File: src/rtl/rtc_pkg.sv
package rtc_pkg;
  localparam int unsigned ADDR_W    = 6;
  localparam int unsigned DATA_W    = 32;
  localparam int unsigned CD_W      = 28;
  localparam int unsigned CD_EN_BIT = 31;
  localparam int unsigned NUM_IRQ   = 5;
  localparam int unsigned NUM_CD    = 2;
  localparam int unsigned NFULL     = 5;          // full-width staged registers
  localparam int unsigned NCFG      = NFULL + 1;  // plus the mask

  localparam logic [ADDR_W-1:0] OFS_BUSY   = 6'h04;
  localparam logic [ADDR_W-1:0] OFS_SEC    = 6'h08;
  localparam logic [ADDR_W-1:0] OFS_SHADOW = 6'h0C;
  localparam logic [ADDR_W-1:0] OFS_MS     = 6'h10;
  localparam logic [ADDR_W-1:0] OFS_SALM0  = 6'h14;
  localparam logic [ADDR_W-1:0] OFS_SALM1  = 6'h18;
  localparam logic [ADDR_W-1:0] OFS_MALM   = 6'h1C;
  localparam logic [ADDR_W-1:0] OFS_SCD    = 6'h20;
  localparam logic [ADDR_W-1:0] OFS_MCD    = 6'h24;
  localparam logic [ADDR_W-1:0] OFS_MASK   = 6'h28;
  localparam logic [ADDR_W-1:0] OFS_STAT   = 6'h2C;

  // staged register index; countdowns adjacent, seconds first
  localparam int unsigned CFG_SALM0 = 0;
  localparam int unsigned CFG_SALM1 = 1;
  localparam int unsigned CFG_MALM  = 2;
  localparam int unsigned CFG_SCD   = 3;
  localparam int unsigned CFG_MCD   = 4;
  localparam int unsigned CFG_MASK  = 5;

  // interrupt bit positions, shared by mask and status
  localparam int unsigned IRQ_SALM0 = 0;
  localparam int unsigned IRQ_SALM1 = 1;
  localparam int unsigned IRQ_MALM  = 2;
  localparam int unsigned IRQ_SCD   = 3;
  localparam int unsigned IRQ_MCD   = 4;

  function automatic logic [ADDR_W-1:0] cfg_ofs(input int unsigned idx);
    case (idx)
      CFG_SALM0: return OFS_SALM0;
      CFG_SALM1: return OFS_SALM1;
      CFG_MALM:  return OFS_MALM;
      CFG_SCD:   return OFS_SCD;
      CFG_MCD:   return OFS_MCD;
      default:   return OFS_MASK;
    endcase
  endfunction
endpackage

File: src/rtl/rtc_timebase.sv
module rtc_timebase #(
  parameter int unsigned TICK_HZ    = 32768,
  parameter int unsigned MS_PER_S   = 1000,
  parameter int unsigned COPY_TICKS = 8,
  parameter int unsigned CNT_W      = 32
) (
  input  logic             clk_i,
  input  logic             rst_ni,
  input  logic             tick_i,
  output logic             ms_step_o,
  output logic             sec_step_o,
  output logic             copy_phase_o,
  output logic             copy_o,
  output logic [CNT_W-1:0] ms_next_o,
  output logic [CNT_W-1:0] sec_next_o
);
  localparam int unsigned PH_W  = (COPY_TICKS > 1) ? $clog2(COPY_TICKS) : 1;
  localparam int unsigned ACC_W = $clog2(TICK_HZ + MS_PER_S) + 1;
  localparam int unsigned SUB_W = (MS_PER_S > 1) ? $clog2(MS_PER_S) : 1;
  localparam logic [PH_W-1:0]  PH_LAST  = PH_W'(COPY_TICKS - 1);
  localparam logic [ACC_W-1:0] ACC_INC  = ACC_W'(MS_PER_S);
  localparam logic [ACC_W-1:0] ACC_WRAP = ACC_W'(TICK_HZ);
  localparam logic [SUB_W-1:0] SUB_LAST = SUB_W'(MS_PER_S - 1);

  logic [PH_W-1:0]  phase_q;
  logic [ACC_W-1:0] acc_q, acc_sum;
  logic [SUB_W-1:0] sub_q;
  logic [CNT_W-1:0] ms_q, sec_q;

  always_comb begin
    acc_sum      = acc_q + ACC_INC;
    ms_step_o    = tick_i && (acc_sum >= ACC_WRAP);
    sec_step_o   = ms_step_o && (sub_q == SUB_LAST);
    ms_next_o    = ms_q + CNT_W'(ms_step_o);
    sec_next_o   = sec_q + CNT_W'(sec_step_o);
    copy_phase_o = (phase_q == PH_LAST);
    copy_o       = tick_i && copy_phase_o;
  end

  always_ff @(posedge clk_i or negedge rst_ni) begin
    if (!rst_ni) begin
      phase_q <= '0;
      acc_q   <= '0;
      sub_q   <= '0;
      ms_q    <= '0;
      sec_q   <= '0;
    end else if (tick_i) begin
      phase_q <= copy_phase_o ? '0 : phase_q + 1'b1;
      acc_q   <= ms_step_o ? acc_sum - ACC_WRAP : acc_sum;
      if (ms_step_o) sub_q <= sec_step_o ? '0 : sub_q + 1'b1;
      ms_q    <= ms_next_o;
      sec_q   <= sec_next_o;
    end
  end
endmodule

File: src/rtl/rtc_countdown.sv
module rtc_countdown #(
  parameter int unsigned DATA_W = 32,
  parameter int unsigned CD_W   = 28,
  parameter int unsigned EN_BIT = 31
) (
  input  logic              clk_i,
  input  logic              rst_ni,
  input  logic              load_i,
  input  logic              load_en_i,
  input  logic [CD_W-1:0]   load_cnt_i,
  input  logic              step_i,
  output logic              fire_o,
  output logic              en_o,
  output logic [DATA_W-1:0] value_o
);
  logic            en_q;
  logic [CD_W-1:0] cnt_q;
  logic            last;

  always_comb begin
    last    = (cnt_q <= CD_W'(1));
    fire_o  = !load_i && en_q && step_i && last;
    en_o    = en_q;
    value_o = '0;
    value_o[EN_BIT]   = en_q;
    value_o[CD_W-1:0] = cnt_q;
  end

  always_ff @(posedge clk_i or negedge rst_ni) begin
    if (!rst_ni) begin
      en_q  <= 1'b0;
      cnt_q <= '0;
    end else if (load_i) begin
      en_q  <= load_en_i;
      cnt_q <= load_cnt_i;
    end else if (en_q && step_i) begin
      if (last) begin
        en_q  <= 1'b0;
        cnt_q <= '0;
      end else begin
        cnt_q <= cnt_q - 1'b1;
      end
    end
  end
endmodule

File: src/rtl/rtc_regs.sv
module rtc_regs
  import rtc_pkg::*;
(
  input  logic                         clk_i,
  input  logic                         rst_ni,
  input  logic                         wr_en_i,
  input  logic                         rd_en_i,
  input  logic [ADDR_W-1:0]            addr_i,
  input  logic [DATA_W-1:0]            wdata_i,
  input  logic                         copy_i,
  input  logic                         copy_phase_i,
  input  logic [DATA_W-1:0]            ms_next_i,
  input  logic [DATA_W-1:0]            sec_next_i,
  input  logic [NUM_IRQ-1:0]           events_i,
  input  logic [NUM_CD-1:0][DATA_W-1:0] cd_live_i,
  output logic [NFULL-1:0][DATA_W-1:0] stage_o,
  output logic [NCFG-1:0]              pending_o,
  output logic [DATA_W-1:0]            salm0_o,
  output logic [DATA_W-1:0]            salm1_o,
  output logic [DATA_W-1:0]            malm_o,
  output logic [NUM_IRQ-1:0]           status_o,
  output logic [NUM_IRQ-1:0]           mask_o,
  output logic [DATA_W-1:0]            view_ms_o,
  output logic [DATA_W-1:0]            rdata_o,
  output logic                         rvalid_o,
  output logic                         irq_o
);
  logic [NFULL-1:0][DATA_W-1:0] stage_q;
  logic [NUM_IRQ-1:0]           mask_stage_q, mask_live_q;
  logic [NCFG-1:0]              wr_hit, pending_q;
  logic [DATA_W-1:0]            salm0_q, salm1_q, malm_q;
  logic [DATA_W-1:0]            view_ms_q, view_sec_q, shadow_q;
  logic [NUM_IRQ-1:0]           status_q, clr_bits;
  logic [DATA_W-1:0]            rd_mux, rdata_q;
  logic                         rvalid_q, busy, stat_wr;

  always_comb begin
    for (int k = 0; k < NCFG; k++) wr_hit[k] = wr_en_i && (addr_i == cfg_ofs(k));
    stat_wr  = wr_en_i && (addr_i == OFS_STAT);
    clr_bits = stat_wr ? wdata_i[NUM_IRQ-1:0] : '0;
    busy     = copy_phase_i || (|pending_q);
  end

  // staged side
  always_ff @(posedge clk_i or negedge rst_ni) begin
    if (!rst_ni) begin
      stage_q      <= '0;
      mask_stage_q <= '0;
      pending_q    <= '0;
    end else begin
      for (int k = 0; k < NFULL; k++) if (wr_hit[k]) stage_q[k] <= wdata_i;
      if (wr_hit[CFG_MASK]) mask_stage_q <= wdata_i[NUM_IRQ-1:0];
      // a write in the copy cycle stays pending for the next boundary
      pending_q <= wr_hit | (pending_q & ~{NCFG{copy_i}});
    end
  end

  // applied side
  always_ff @(posedge clk_i or negedge rst_ni) begin
    if (!rst_ni) begin
      salm0_q     <= '0;
      salm1_q     <= '0;
      malm_q      <= '0;
      mask_live_q <= '0;
      view_ms_q   <= '0;
      view_sec_q  <= '0;
    end else if (copy_i) begin
      if (pending_q[CFG_SALM0]) salm0_q     <= stage_q[CFG_SALM0];
      if (pending_q[CFG_SALM1]) salm1_q     <= stage_q[CFG_SALM1];
      if (pending_q[CFG_MALM])  malm_q      <= stage_q[CFG_MALM];
      if (pending_q[CFG_MASK])  mask_live_q <= mask_stage_q;
      view_ms_q  <= ms_next_i;
      view_sec_q <= sec_next_i;
    end
  end

  always_ff @(posedge clk_i or negedge rst_ni) begin
    if (!rst_ni) status_q <= '0;
    else         status_q <= (status_q & ~clr_bits) | events_i;
  end

  always_comb begin
    rd_mux = '0;
    case (addr_i)
      OFS_BUSY:   rd_mux[0] = busy;
      OFS_SEC:    rd_mux = view_sec_q;
      OFS_SHADOW: rd_mux = shadow_q;
      OFS_MS:     rd_mux = view_ms_q;
      OFS_SALM0:  rd_mux = stage_q[CFG_SALM0];
      OFS_SALM1:  rd_mux = stage_q[CFG_SALM1];
      OFS_MALM:   rd_mux = stage_q[CFG_MALM];
      OFS_SCD:    rd_mux = pending_q[CFG_SCD] ? stage_q[CFG_SCD] : cd_live_i[0];
      OFS_MCD:    rd_mux = pending_q[CFG_MCD] ? stage_q[CFG_MCD] : cd_live_i[1];
      OFS_MASK:   rd_mux[NUM_IRQ-1:0] = mask_stage_q;
      OFS_STAT:   rd_mux[NUM_IRQ-1:0] = status_q;
      default:    rd_mux = '0;
    endcase
  end

  always_ff @(posedge clk_i or negedge rst_ni) begin
    if (!rst_ni) begin
      rdata_q  <= '0;
      rvalid_q <= 1'b0;
      shadow_q <= '0;
    end else begin
      rvalid_q <= rd_en_i;
      if (rd_en_i) rdata_q <= rd_mux;
      if (rd_en_i && (addr_i == OFS_MS)) shadow_q <= view_sec_q;
    end
  end

  assign stage_o   = stage_q;
  assign pending_o = pending_q;
  assign salm0_o   = salm0_q;
  assign salm1_o   = salm1_q;
  assign malm_o    = malm_q;
  assign status_o  = status_q;
  assign mask_o    = mask_live_q;
  assign view_ms_o = view_ms_q;
  assign rdata_o   = rdata_q;
  assign rvalid_o  = rvalid_q;
  assign irq_o     = |(status_q & mask_live_q);
endmodule

File: src/rtl/rtc_ms_alarm.sv
module rtc_ms_alarm
  import rtc_pkg::*;
#(
  parameter int unsigned TICK_HZ    = 32768,
  parameter int unsigned MS_PER_S   = 1000,
  parameter int unsigned COPY_TICKS = 8
) (
  input  logic              clk_i,
  input  logic              rst_ni,
  input  logic              tick_i,
  input  logic              wr_en_i,
  input  logic              rd_en_i,
  input  logic [ADDR_W-1:0] addr_i,
  input  logic [DATA_W-1:0] wdata_i,
  output logic [DATA_W-1:0] rdata_o,
  output logic              rvalid_o,
  output logic              irq_o
);
  logic                          ms_step, sec_step, copy_phase, copy;
  logic [DATA_W-1:0]             ms_next, sec_next;
  logic [NFULL-1:0][DATA_W-1:0]  stage;
  logic [NCFG-1:0]               pending;
  logic [DATA_W-1:0]             salm0, salm1, malm, view_ms;
  logic [NUM_IRQ-1:0]            status, mask, events;
  logic [NUM_CD-1:0][DATA_W-1:0] cd_live;
  logic [NUM_CD-1:0]             cd_step, cd_fire, cd_en;

  rtc_timebase #(
    .TICK_HZ(TICK_HZ), .MS_PER_S(MS_PER_S), .COPY_TICKS(COPY_TICKS), .CNT_W(DATA_W)
  ) i_timebase (
    .clk_i, .rst_ni, .tick_i,
    .ms_step_o(ms_step), .sec_step_o(sec_step),
    .copy_phase_o(copy_phase), .copy_o(copy),
    .ms_next_o(ms_next), .sec_next_o(sec_next)
  );

  assign cd_step = {ms_step, sec_step};

  for (genvar g = 0; g < NUM_CD; g++) begin : g_cd
    rtc_countdown #(.DATA_W(DATA_W), .CD_W(CD_W), .EN_BIT(CD_EN_BIT)) i_cd (
      .clk_i, .rst_ni,
      .load_i(copy && pending[CFG_SCD+g]),
      .load_en_i(stage[CFG_SCD+g][CD_EN_BIT]),
      .load_cnt_i(stage[CFG_SCD+g][CD_W-1:0]),
      .step_i(cd_step[g]),
      .fire_o(cd_fire[g]),
      .en_o(cd_en[g]),
      .value_o(cd_live[g])
    );
  end

  always_comb begin
    events            = '0;
    events[IRQ_SALM0] = sec_step && (sec_next == salm0);
    events[IRQ_SALM1] = sec_step && (sec_next == salm1);
    events[IRQ_MALM]  = ms_step && (ms_next == malm);
    events[IRQ_SCD]   = cd_fire[0];
    events[IRQ_MCD]   = cd_fire[1];
  end

  rtc_regs i_regs (
    .clk_i, .rst_ni, .wr_en_i, .rd_en_i, .addr_i, .wdata_i,
    .copy_i(copy), .copy_phase_i(copy_phase),
    .ms_next_i(ms_next), .sec_next_i(sec_next),
    .events_i(events), .cd_live_i(cd_live),
    .stage_o(stage), .pending_o(pending),
    .salm0_o(salm0), .salm1_o(salm1), .malm_o(malm),
    .status_o(status), .mask_o(mask), .view_ms_o(view_ms),
    .rdata_o, .rvalid_o, .irq_o
  );
endmodule

File: config.mk
export PLATFORM = sky130hd
export DESIGN_NAME = rtc_ms_alarm
export DESIGN_NICKNAME = d
export VERILOG_FILES = /design/src/rtl/rtc_pkg.sv /design/src/rtl/rtc_timebase.sv /design/src/rtl/rtc_countdown.sv /design/src/rtl/rtc_regs.sv /design/src/rtl/rtc_ms_alarm.sv
export SDC_FILE = /design/constraint.sdc
export NUM_CORES = 1
export LEC_CHECK = 0
export ABC_AREA = 1
export ABC_CLOCK_PERIOD_IN_PS = 3630
export BUFFER_PORTS_ARGS = -buffer_cell sky130_fd_sc_hd__buf_2
export CORE_UTILIZATION = 45
export DETAILED_ROUTE_END_ITERATION = 16
export PLACE_DENSITY = 0.73
export SETUP_SLACK_MARGIN = 0.1
export SYNTH_ARGS = -nofsm -noshare
export SYNTH_HDL_FRONTEND = slang
export SYNTH_SLANG_ARGS = --single-unit
File: constraint.sdc
create_clock -name clk_i -period 3.63 [get_ports clk_i]
set_input_delay 0.5445 -clock clk_i [delete_from_list [all_inputs] [get_ports clk_i]]
set_output_delay 0.5445 -clock clk_i [all_outputs]
set_load 0.01 [all_outputs]
==> out/qor.csv, run 1 <==
stage,metric,value,unit
sta,fin_crit,3.970,ns
grt,use_met3,6.332,%
cells_and_area,fin_cells,4808,
sta,final.setup.tns,-1.159,ns
worst_setup_path,path_max_fanout,5,
outcome,failed_checks,setup timing,
floorplanning,io_pins,77,
routing,drc_violation_total_after_the_first_tritonroute_iteration,2951,
sta,hold_ws,0.2433,ns
sta,timing_max_transition_violations_final,0,
clock_network,clock_tree.root_cell,sky130_fd_sc_hd__clkbuf_16,
cells_and_area,fin_util,55.90,%
synth,synth-seq-cells,555,
job,max-cap-violations,0,
hold_path,worstHoldPathType,in2reg,
pwr,max-vdd-ir-drop,0.4362,mV
routing,postRouteAntennaNets,0,
sta,timing.final.setup_violations,12,
floorplanning,core.rowCount,91,
synth,sequential_element_share_of_the_synthesized_area,48.94,%
floorplanning,die_h,253.1,µm
worst_setup_path,worstPathRequired,4.19,ns
placed_design,placed_cell_area,0.03111,mm²
cells_and_area,area_of_combinational_cells_with_multiple_inputs,0.01362,mm²
synth,synth_fp_nets,3730,
placed_design,gp_routability_congestion,0.9782,
synth,synth.yosys.warnings,0,
cells_and_area,sequential_cell_area,0.01389,mm²
clock_network,tritoncts.num_buffers,60,
sta,max_clock_freq,251.9,MHz
synth,yosys-top-cells-area,"sky130_fd_sc_hd__dfrtp_1 (49%), sky130_fd_sc_hd__nand2_1 (16%), sky130_fd_sc_hd__o21ai_0 (9.0%), sky130_fd_sc_hd__inv_1 (4.4%), sky130_fd_sc_hd__nor2_1 (3.6%)",
routing,drt-wirelength-per-cell,20.03,µm
worst_setup_path,crit_path_end_kind,register,
cells_and_area,fraction_of_layout_cells_with_a_size_suffix_above_1,18.49,%
worst_setup_path,cpPeakStageDelay,0.39,ns
synth,dominantRegCellSynth,sky130_fd_sc_hd__dfrtp_1,
floorplanning,start_util,45.73,%
clock_network,cts.path.max_buffers,3,
worst_setup_path,arrival,4.53,ns
floorplanning,die-width,253.1,µm
synth,synth_cell_types,48,
clock_network,htreeDepth,2,
synth,number_of_enable_flip_flop_cells_after_synthesis,0,
routing,avgViaCountPerCell,5.519,
synth,syn_area,0.02838,mm²
grt,antenna_found_initial,3,
routing,detailroute.via_count,26537,
clock_network,clk_pin_slew,0.07,ns
worst_setup_path,slowest_stage,sky130_fd_sc_hd__dfrtp_1,
outcome,outcome,"finished, violations left",
routing,drcViolationCount,0,
clock_network,clkLatencyLatePin,0.64,ns
cells_and_area,final_area,0.03469,mm²
sta,setup_repair_after_global_routing_missed_its_margin,yes,
grt,largest_net_degree_at_the_start_of_global_routing,119,
grt,globalRouteTotalUtil,29.83,%
worst_setup_path,critical_path_class,reg2reg,
routing,drt_first_pass_iters,6,
placed_design,io_buffer_count,76,
cells_and_area,design.final.nets,3976,
grt,vias_in_the_first_global_route,24817,
placed_design,post-dp-hpwl,69360,µm
synth,synthArstFlopShare,100.0,%
sta,final_critical_path_setup_slack,-0.3398,ns
worst_setup_path,worstSetupStartpointType,register,
pwr,leakagePower,16.11,nW
grt,met1_usage,40.54,%
grt,wire_length_of_the_first_global_routing_pass,145200,µm
floorplanning,area_of_the_die,0.06407,mm²
floorplanning,placeableCoreArea,0.06205,mm²
synth,synth.top_cell.area_share,48.94,%
pwr,p_total,20.67,mW
clock_network,cts_tree,built,
synth,synth_largest_area_cell,sky130_fd_sc_hd__dfrtp_1,
synth,synth.avg_cell_area,7.728,µm²
grt,global_route.overflow_total,0,
grt,busiest_layer,met2,
placed_design,placement.setup.worst_slack,-0.2880,ns
sta,layout_worst_path_cycle_share,109.4,%
cells_and_area,flow.area_growth_from_synthesis,22.23,%
clock_network,cts.sink_count,555,
sta,slew-limit-headroom,23.61,%
sta,worst_slew_pin_slew,1.146,ns
pwr,power_density,595.7,mW/mm²
grt,grt_use_met2,46.99,%
cells_and_area,filler_cell_count,5638,
placed_design,numPlacedInstances,4640,
synth,netlist_instances,3672,
sta,worst_clock_skew,0.01873,ns
routing,routed_wirelength,96280,µm
sta,timing_hold_violations_final,0,
==> cell usage in the layout (no fill, tap or decap), drive strengths merged, types with 10 or more instances in the layout <==
| cell type | count |
|---|---|
| nand3 | 160 |
| nand2 | 1215 |
| o21ai | 529 |
| buf | 334 |
| xor2 | 70 |
| nor3 | 24 |
| mux2 | 39 |
| a221oi | 17 |
| a21oi | 63 |
| nor4 | 10 |
| nand4 | 31 |
| ha | 15 |
| xnor2 | 29 |
| clkinv | 22 |
| nand3b | 20 |
| o22ai | 40 |
| dfrtp | 555 |
| o21bai | 11 |
| a22oi | 32 |
| inv | 338 |
| clkbuf | 83 |
| nor2 | 279 |
==> final timing paths <==
check,startpoint,end,slack [ns],cells past startpoint
hold reg to reg,i_regs.rdata_o[3],i_regs.rdata_o[3],0.47,2
hold / removal,wdata_i[28],i_regs.stage_o[156],0.24,3
setup / recovery,i_timebase.acc_q[3],i_regs.status_o[2],-0.34,35
min in group asynchronous,rst_ni,i_regs.stage_o[135],0.44,2
setup reg to reg,i_timebase.acc_q[3],i_regs.status_o[2],-0.34,35
max in group asynchronous,rst_ni,i_regs.stage_o[61],2.05,4
==> cells in the mapped netlist (2+ instances only) <==
cell type and number:
sky130_fd_sc_hd__a22o_1 4, sky130_fd_sc_hd__o22ai_1 40, sky130_fd_sc_hd__o31ai_1 2, sky130_fd_sc_hd__clkinv_1 3, sky130_fd_sc_hd__o21bai_1 11, sky130_fd_sc_hd__nor3_1 24
sky130_fd_sc_hd__o21a_1 2, sky130_fd_sc_hd__o21ai_0 509, sky130_fd_sc_hd__nand2_2 3, sky130_fd_sc_hd__o2bb2ai_1 3, sky130_fd_sc_hd__nand3b_1 20, sky130_fd_sc_hd__nand4_1 30
sky130_fd_sc_hd__ha_1 15, sky130_fd_sc_hd__buf_2 17, sky130_fd_sc_hd__a21o_1 5, sky130_fd_sc_hd__dfrtp_1 555, sky130_fd_sc_hd__nand2_1 1210, sky130_fd_sc_hd__xor3_1 2
sky130_fd_sc_hd__inv_1 336, sky130_fd_sc_hd__o21ai_1 10, sky130_fd_sc_hd__a21oi_1 63, sky130_fd_sc_hd__o2111ai_1 9, sky130_fd_sc_hd__nand3_1 160, sky130_fd_sc_hd__a22oi_1 32
sky130_fd_sc_hd__xor2_1 70, sky130_fd_sc_hd__nor2_2 3, sky130_fd_sc_hd__nor2_4 4, sky130_fd_sc_hd__mux2_2 39, sky130_fd_sc_hd__nor4_1 9, sky130_fd_sc_hd__nand2_4 2
sky130_fd_sc_hd__o21ai_2 10, sky130_fd_sc_hd__buf_6 3, sky130_fd_sc_hd__clkbuf_1 127, sky130_fd_sc_hd__buf_1 5, sky130_fd_sc_hd__xnor2_1 29, sky130_fd_sc_hd__a221oi_1 17
sky130_fd_sc_hd__a31oi_1 7, sky130_fd_sc_hd__nor2_1 272
==> sequential cells by signal, indices dropped and copies added (netlist names), 14 cells and up <==
signal	cells
i_regs.salm1_o	32
i_timebase.sec_q	32
i_regs.shadow_q	32
i_regs.view_ms_o	32
i_regs.view_sec_q	32
g_cd.i_cd.cnt_q	56
i_timebase.acc_q	14
i_timebase.ms_q	32
i_regs.malm_o	32
i_regs.salm0_o	32
i_regs.rdata_o	32
i_regs.stage_o	160
==> cell type report <==
| class | count | share of cell area (%) |
|---|---|---|
| Sequential cell | 555 | 40.04 |
| Multi-Input combinational cell | 2624 | 39.26 |
| Timing Repair Buffer | 335 | 7.863 |
| Clock buffer | 83 | 5.043 |
| Inverter | 340 | 3.773 |
| Tap cell | 837 | 3.019 |
| Clock inverter | 30 | 0.9486 |
| Timing Repair inverter | 2 | 0.04328 |
| Antenna cell | 2 | 0.01443 |
==> report_power, final <==
group | internal [mW] | leakage (nW) | total, mW | switching [mW]
combinational | 2.20 | 7.70 | 5.73 | 3.52
sequential | 7.33 | 7.38 | 8.45 | 1.12
clock | 3.79 | 1.03 | 6.48 | 2.69
total | 13.3 | 16.1 | 20.7 | 7.34
==> per-layer routing <==
metal | vias up | part of all wire [%]
met1 | 12746 | 42
met2 | 1171 | 46
met5 | - | 0.014
met3 | 209 | 9.1
met4 | 2 | 3.7
li1 | 12409 | -
==> critical path: cells and delay by family, from the launching register on <==
kind,cells,cell delay [ns]
fa+ha+maj,3,0.49
buf+inv,4,0.38
flops,1,0.39
simple gates,27,2.41
xor+xnor,1,0.23
==> kinds of logic (layout without fill, tap and decap cells) <==
| family | after synthesis | after routing | synth area share, % |
|---|---|---|---|
| AO/OA/AOI/OAI | 727 | 727 | 14.09 |
| XOR/XNOR | 102 | 102 | 3.302 |
| adder cells (fa/ha/maj) | 15 | 15 | 0.6613 |
| buffers and inverters | 493 | 790 | 6.688 |
| flip-flops | 555 | 555 | 48.94 |
| multiplexers | 39 | 39 | 1.548 |
| other | 0 | 2 | 0 |
| AND/OR/NAND/NOR | 1741 | 1741 | 24.77 |
==> what timing repair did <==
| action | 4_1_cts | 5_1_grt |
|---|---|---|
| hold buffers | 1 | 0 |
| endpoints found under the hold margin | 51 | 0 |
| pin swaps | 25 | 81 |
| endpoints found under the setup margin | 58 | 126 |
| gates cloned | 0 | 2 |
| buffers inserted | 20 | 34 |
| resized for setup | 59 | 310 |
Note: power is estimated with default switching activity, not from simulation.
==> inputs of run 2 (changes only) <==
Settings changed: ABC_CLOCK_PERIOD_IN_PS 3630 to 3600.
Clock period 3.63 ns to 3.6 ns, I/O delays scaled along.
==> out/qor.csv, run 2 (synthesis results as in run 1) <==
stage,metric,value,unit,change
sta,setup_repair_after_global_routing_missed_its_margin,yes,,unchanged
clock_network,cts_tree,built,,unchanged
sta,slew-limit-headroom,42.53,%,was 23.61%
sta,timing.final.setup_violations,8,,was 12
pwr,max-vdd-ir-drop,0.4568,mV,was 0.4362 mV
worst_setup_path,r2r-start,i_timebase.acc_q[7],,was i_timebase.acc_q[3]
routing,routed_wirelength,96570,µm,"was 96,280 µm"
outcome,failed_checks,setup timing,,unchanged
sta,final_critical_path_setup_slack,-0.3165,ns,was -0.3398 ns
floorplanning,core.rowCount,91,,unchanged
sta,timing_hold_violations_final,0,,unchanged
cells_and_area,max_reg_flops,160,,unchanged
grt,globalRouteTotalUtil,30.16,%,was 29.83%
floorplanning,io_pins,77,,unchanged
hold_path,hold_path_startpoint,wdata_i[13],,was wdata_i[28]
sta,worst_clock_skew,0.03172,ns,was 0.01873 ns
outcome,outcome,"finished, violations left",,unchanged
worst_setup_path,worst-r2r-cell-count,34,,was 35
grt,busiest_layer,met2,,unchanged
worst_setup_path,reg2reg_to,i_regs.status_o[1],,was i_regs.status_o[2]
cells_and_area,fraction_of_layout_cells_with_a_size_suffix_above_1,18.75,%,was 18.49%
worst_setup_path,timing.reg2reg.setup_slack,-0.32,ns,was -0.34 ns
pwr,leakagePower,16.08,nW,was 16.11 nW
worst_setup_path,worstSetupStartpointType,register,,unchanged
pwr,p_int,13.50,mW,was 13.33 mW
worst_setup_path,path_common_cell,sky130_fd_sc_hd__nand2_1,,
clock_network,clk_pin_slew,0.07,ns,about the same
grt,wire_length_of_the_first_global_routing_pass,146700,µm,"was 145,200 µm"
cells_and_area,most_common_cell_after_layout_fill_and_taps_aside,sky130_fd_sc_hd__nand2_1,,unchanged
cells_and_area,flow.area_growth_from_synthesis,22.46,%,was 22.23%
placed_design,placement.setup.worst_slack,-0.2920,ns,was -0.2880 ns
floorplanning,die-width,253.1,µm,unchanged
sta,max_clock_freq,255.3,MHz,was 251.9 MHz
hold_path,whs_endpoint,i_regs.stage_o[109],,was i_regs.stage_o[156]
clock_network,htreeDepth,2,,unchanged
grt,grt_use_met2,47.23,%,was 46.99%
sta,hold_ws,0.2514,ns,was 0.2433 ns
routing,drt-wirelength-per-cell,20.21,µm,was 20.03 µm
placed_design,io_buffer_count,76,,unchanged
clock_network,clkLatencyLatePin,0.66,ns,was 0.64 ns
pwr,seq_power_share,40.9,%,about the same
worst_setup_path,slowest_stage,sky130_fd_sc_hd__dfrtp_1,,unchanged
worst_setup_path,critical_path_class,reg2reg,,unchanged
pwr,swShare,35.36,%,was 35.50%
grt,vias_in_the_first_global_route,24947,,was 24.82k
cells_and_area,diodes,0,,was 2
grt,antenna_found_initial,2,,was 3
grt,largest_net_degree_at_the_start_of_global_routing,137,,was 119
sta,worst_slew_pin_slew,0.8620,ns,was 1.146 ns
worst_setup_path,worstPathRequired,4.18,ns,was 4.19 ns
routing,drc_violation_total_after_the_first_tritonroute_iteration,2881,,"was 2,951"
cells_and_area,design.final.nets,3951,,"was 3,976"
floorplanning,area_of_the_die,0.06407,mm²,unchanged
grt,met1_usage,41.55,%,was 40.54%
pwr,share_comb_of_total_power,27.2,%,was 27.7%
worst_setup_path,crit_path_end_kind,register,,unchanged
sta,layout_worst_path_cycle_share,108.8,%,was 109.4%
hold_path,worstHoldPathType,in2reg,,unchanged
sta,fin_crit,3.917,ns,was 3.970 ns
clock_network,cts.path.max_buffers,3,,unchanged
clock_network,tritoncts.num_buffers,59,,was 60
clock_network,clock_tree.root_cell,sky130_fd_sc_hd__clkbuf_16,,unchanged
pwr,power_density,601.0,mW/mm²,was 595.7 mW/mm²
placed_design,post-dp-hpwl,69460,µm,"was 69,360 µm"
pwr,switchingPower,7.384,mW,was 7.337 mW
routing,drt_first_pass_iters,6,,unchanged
sta,timing_max_transition_violations_final,0,,unchanged
worst_setup_path,arrival,4.49,ns,was 4.53 ns
grt,global_route.overflow_total,0,,unchanged
cells_and_area,mostFrequentLayoutCells,"sky130_fd_sc_hd__nand2_1 (1,092), sky130_fd_sc_hd__dfrtp_1 (555), sky130_fd_sc_hd__o21ai_0 (421), sky130_fd_sc_hd__inv_1 (324), sky130_fd_sc_hd__nor2_1 (239)",,"was sky130_fd_sc_hd__nand2_1 (1,108), sky130_fd_sc_hd__dfrtp_1 (555), sky130_fd_sc_hd__o21ai_0 (430), sky130_fd_sc_hd__inv_1 (323), sky130_fd_sc_hd__nor2_1 (237)"
routing,detailroute.via_count,26460,,was 26.54k
routing,postRouteAntennaNets,0,,unchanged
hold_path,hold-path-cell-count,3,,unchanged
pwr,p_clk_share,32.0,%,was 31.4%
floorplanning,placeableCoreArea,0.06205,mm²,unchanged
worst_setup_path,cpPeakStageDelay,0.41,ns,was 0.39 ns
routing,drcViolationCount,0,,unchanged
grt,use_met3,6.271,%,was 6.332%
clock_network,cts.sink_count,555,,unchanged
routing,avgViaCountPerCell,5.537,,was 5.519
floorplanning,die_h,253.1,µm,unchanged
worst_setup_path,path_max_fanout,6,,was 5
floorplanning,start_util,45.73,%,unchanged
job,max-cap-violations,0,,unchanged
placed_design,gp_routability_congestion,0.9997,,was 0.9782
-- run 2: repair_timing --
action,4_1_cts,5_1_grt
hold buffers,1,0
buffers inserted,22,36
pin swaps,6,96
hold endpoints to repair,67,0
gates resized for setup,45,364
endpoints found under the setup margin,29,109
-- run 2: per-layer routing --
layer | wire, µm | part of all wire (%)
met5 | 13 | 0.013
met3 | 8510 | 8.8
met4 | 3283 | 3.4
met1 | 40420 | 42
met2 | 44340 | 46
-- run 2: cell type report --
cell class / instances / area, µm²
Tap cell: 837 / 1047
Inverter: 340 / 1292
Clock inverter: 27 / 416.7
Sequential cell: 555 / 13890
Fill cell: 5545 / 27300
Timing Repair Buffer: 313 / 2572
Multi-Input combinational cell: 2624 / 13830
Clock buffer: 83 / 1707
-- run 2: stage by stage --
step	power [mW]	cell area [µm²]	setup TNS, ns	cells	utilization [%]
4_1_cts	20.54	33380	-0.4832	4746	53.80
3_5_place_dp	13.78	30950	-0.8970	4614	49.87
3_3_place_gp	13.65	30950	-0.6416	4614	49.87
2_1_floorplan	11.73	28540	0	3672	-
5_1_grt	21.98	34750	-13.04	4779	56.00
6_report	20.89	34750	-1.294	4779	56.00
-- run 2: worst max-delay path, delay by kind of cell (launching register included) --
kind / cells / cell delay, ns
xor gates and xnor gates: 1 / 0.20
adders and majority gates: 3 / 0.49
and+or+nand+nor: 28 / 2.49
DFF: 1 / 0.41
buffers and inverters: 2 / 0.24
-- run 2: worst max-delay path by stage --
stage | startpoint | endpoint | cells past startpoint
final | i_timebase.acc_q[7] | i_regs.status_o[1] | 34
after floorplan | i_timebase.acc_q[6] | i_regs.status_o[2] | 34
after global routing | i_timebase.acc_q[7] | i_regs.status_o[1] | 34
after global placement | i_timebase.acc_q[8] | i_regs.status_o[0] | 32
after CTS | i_timebase.acc_q[8] | i_regs.status_o[1] | 31
after detailed placement | i_timebase.acc_q[8] | i_regs.status_o[0] | 32
-- run 2: power groups by stage --
stage | clock network [mW] | registers, mW | logic, mW
after floorplan | 0 | 8.23 | 3.50
after global placement | 0 | 8.55 | 5.10
after detailed placement | 0 | 8.57 | 5.21
after CTS | 6.72 | 8.49 | 5.33
after global routing | 6.97 | 8.68 | 6.34
final | 6.68 | 8.53 | 5.67
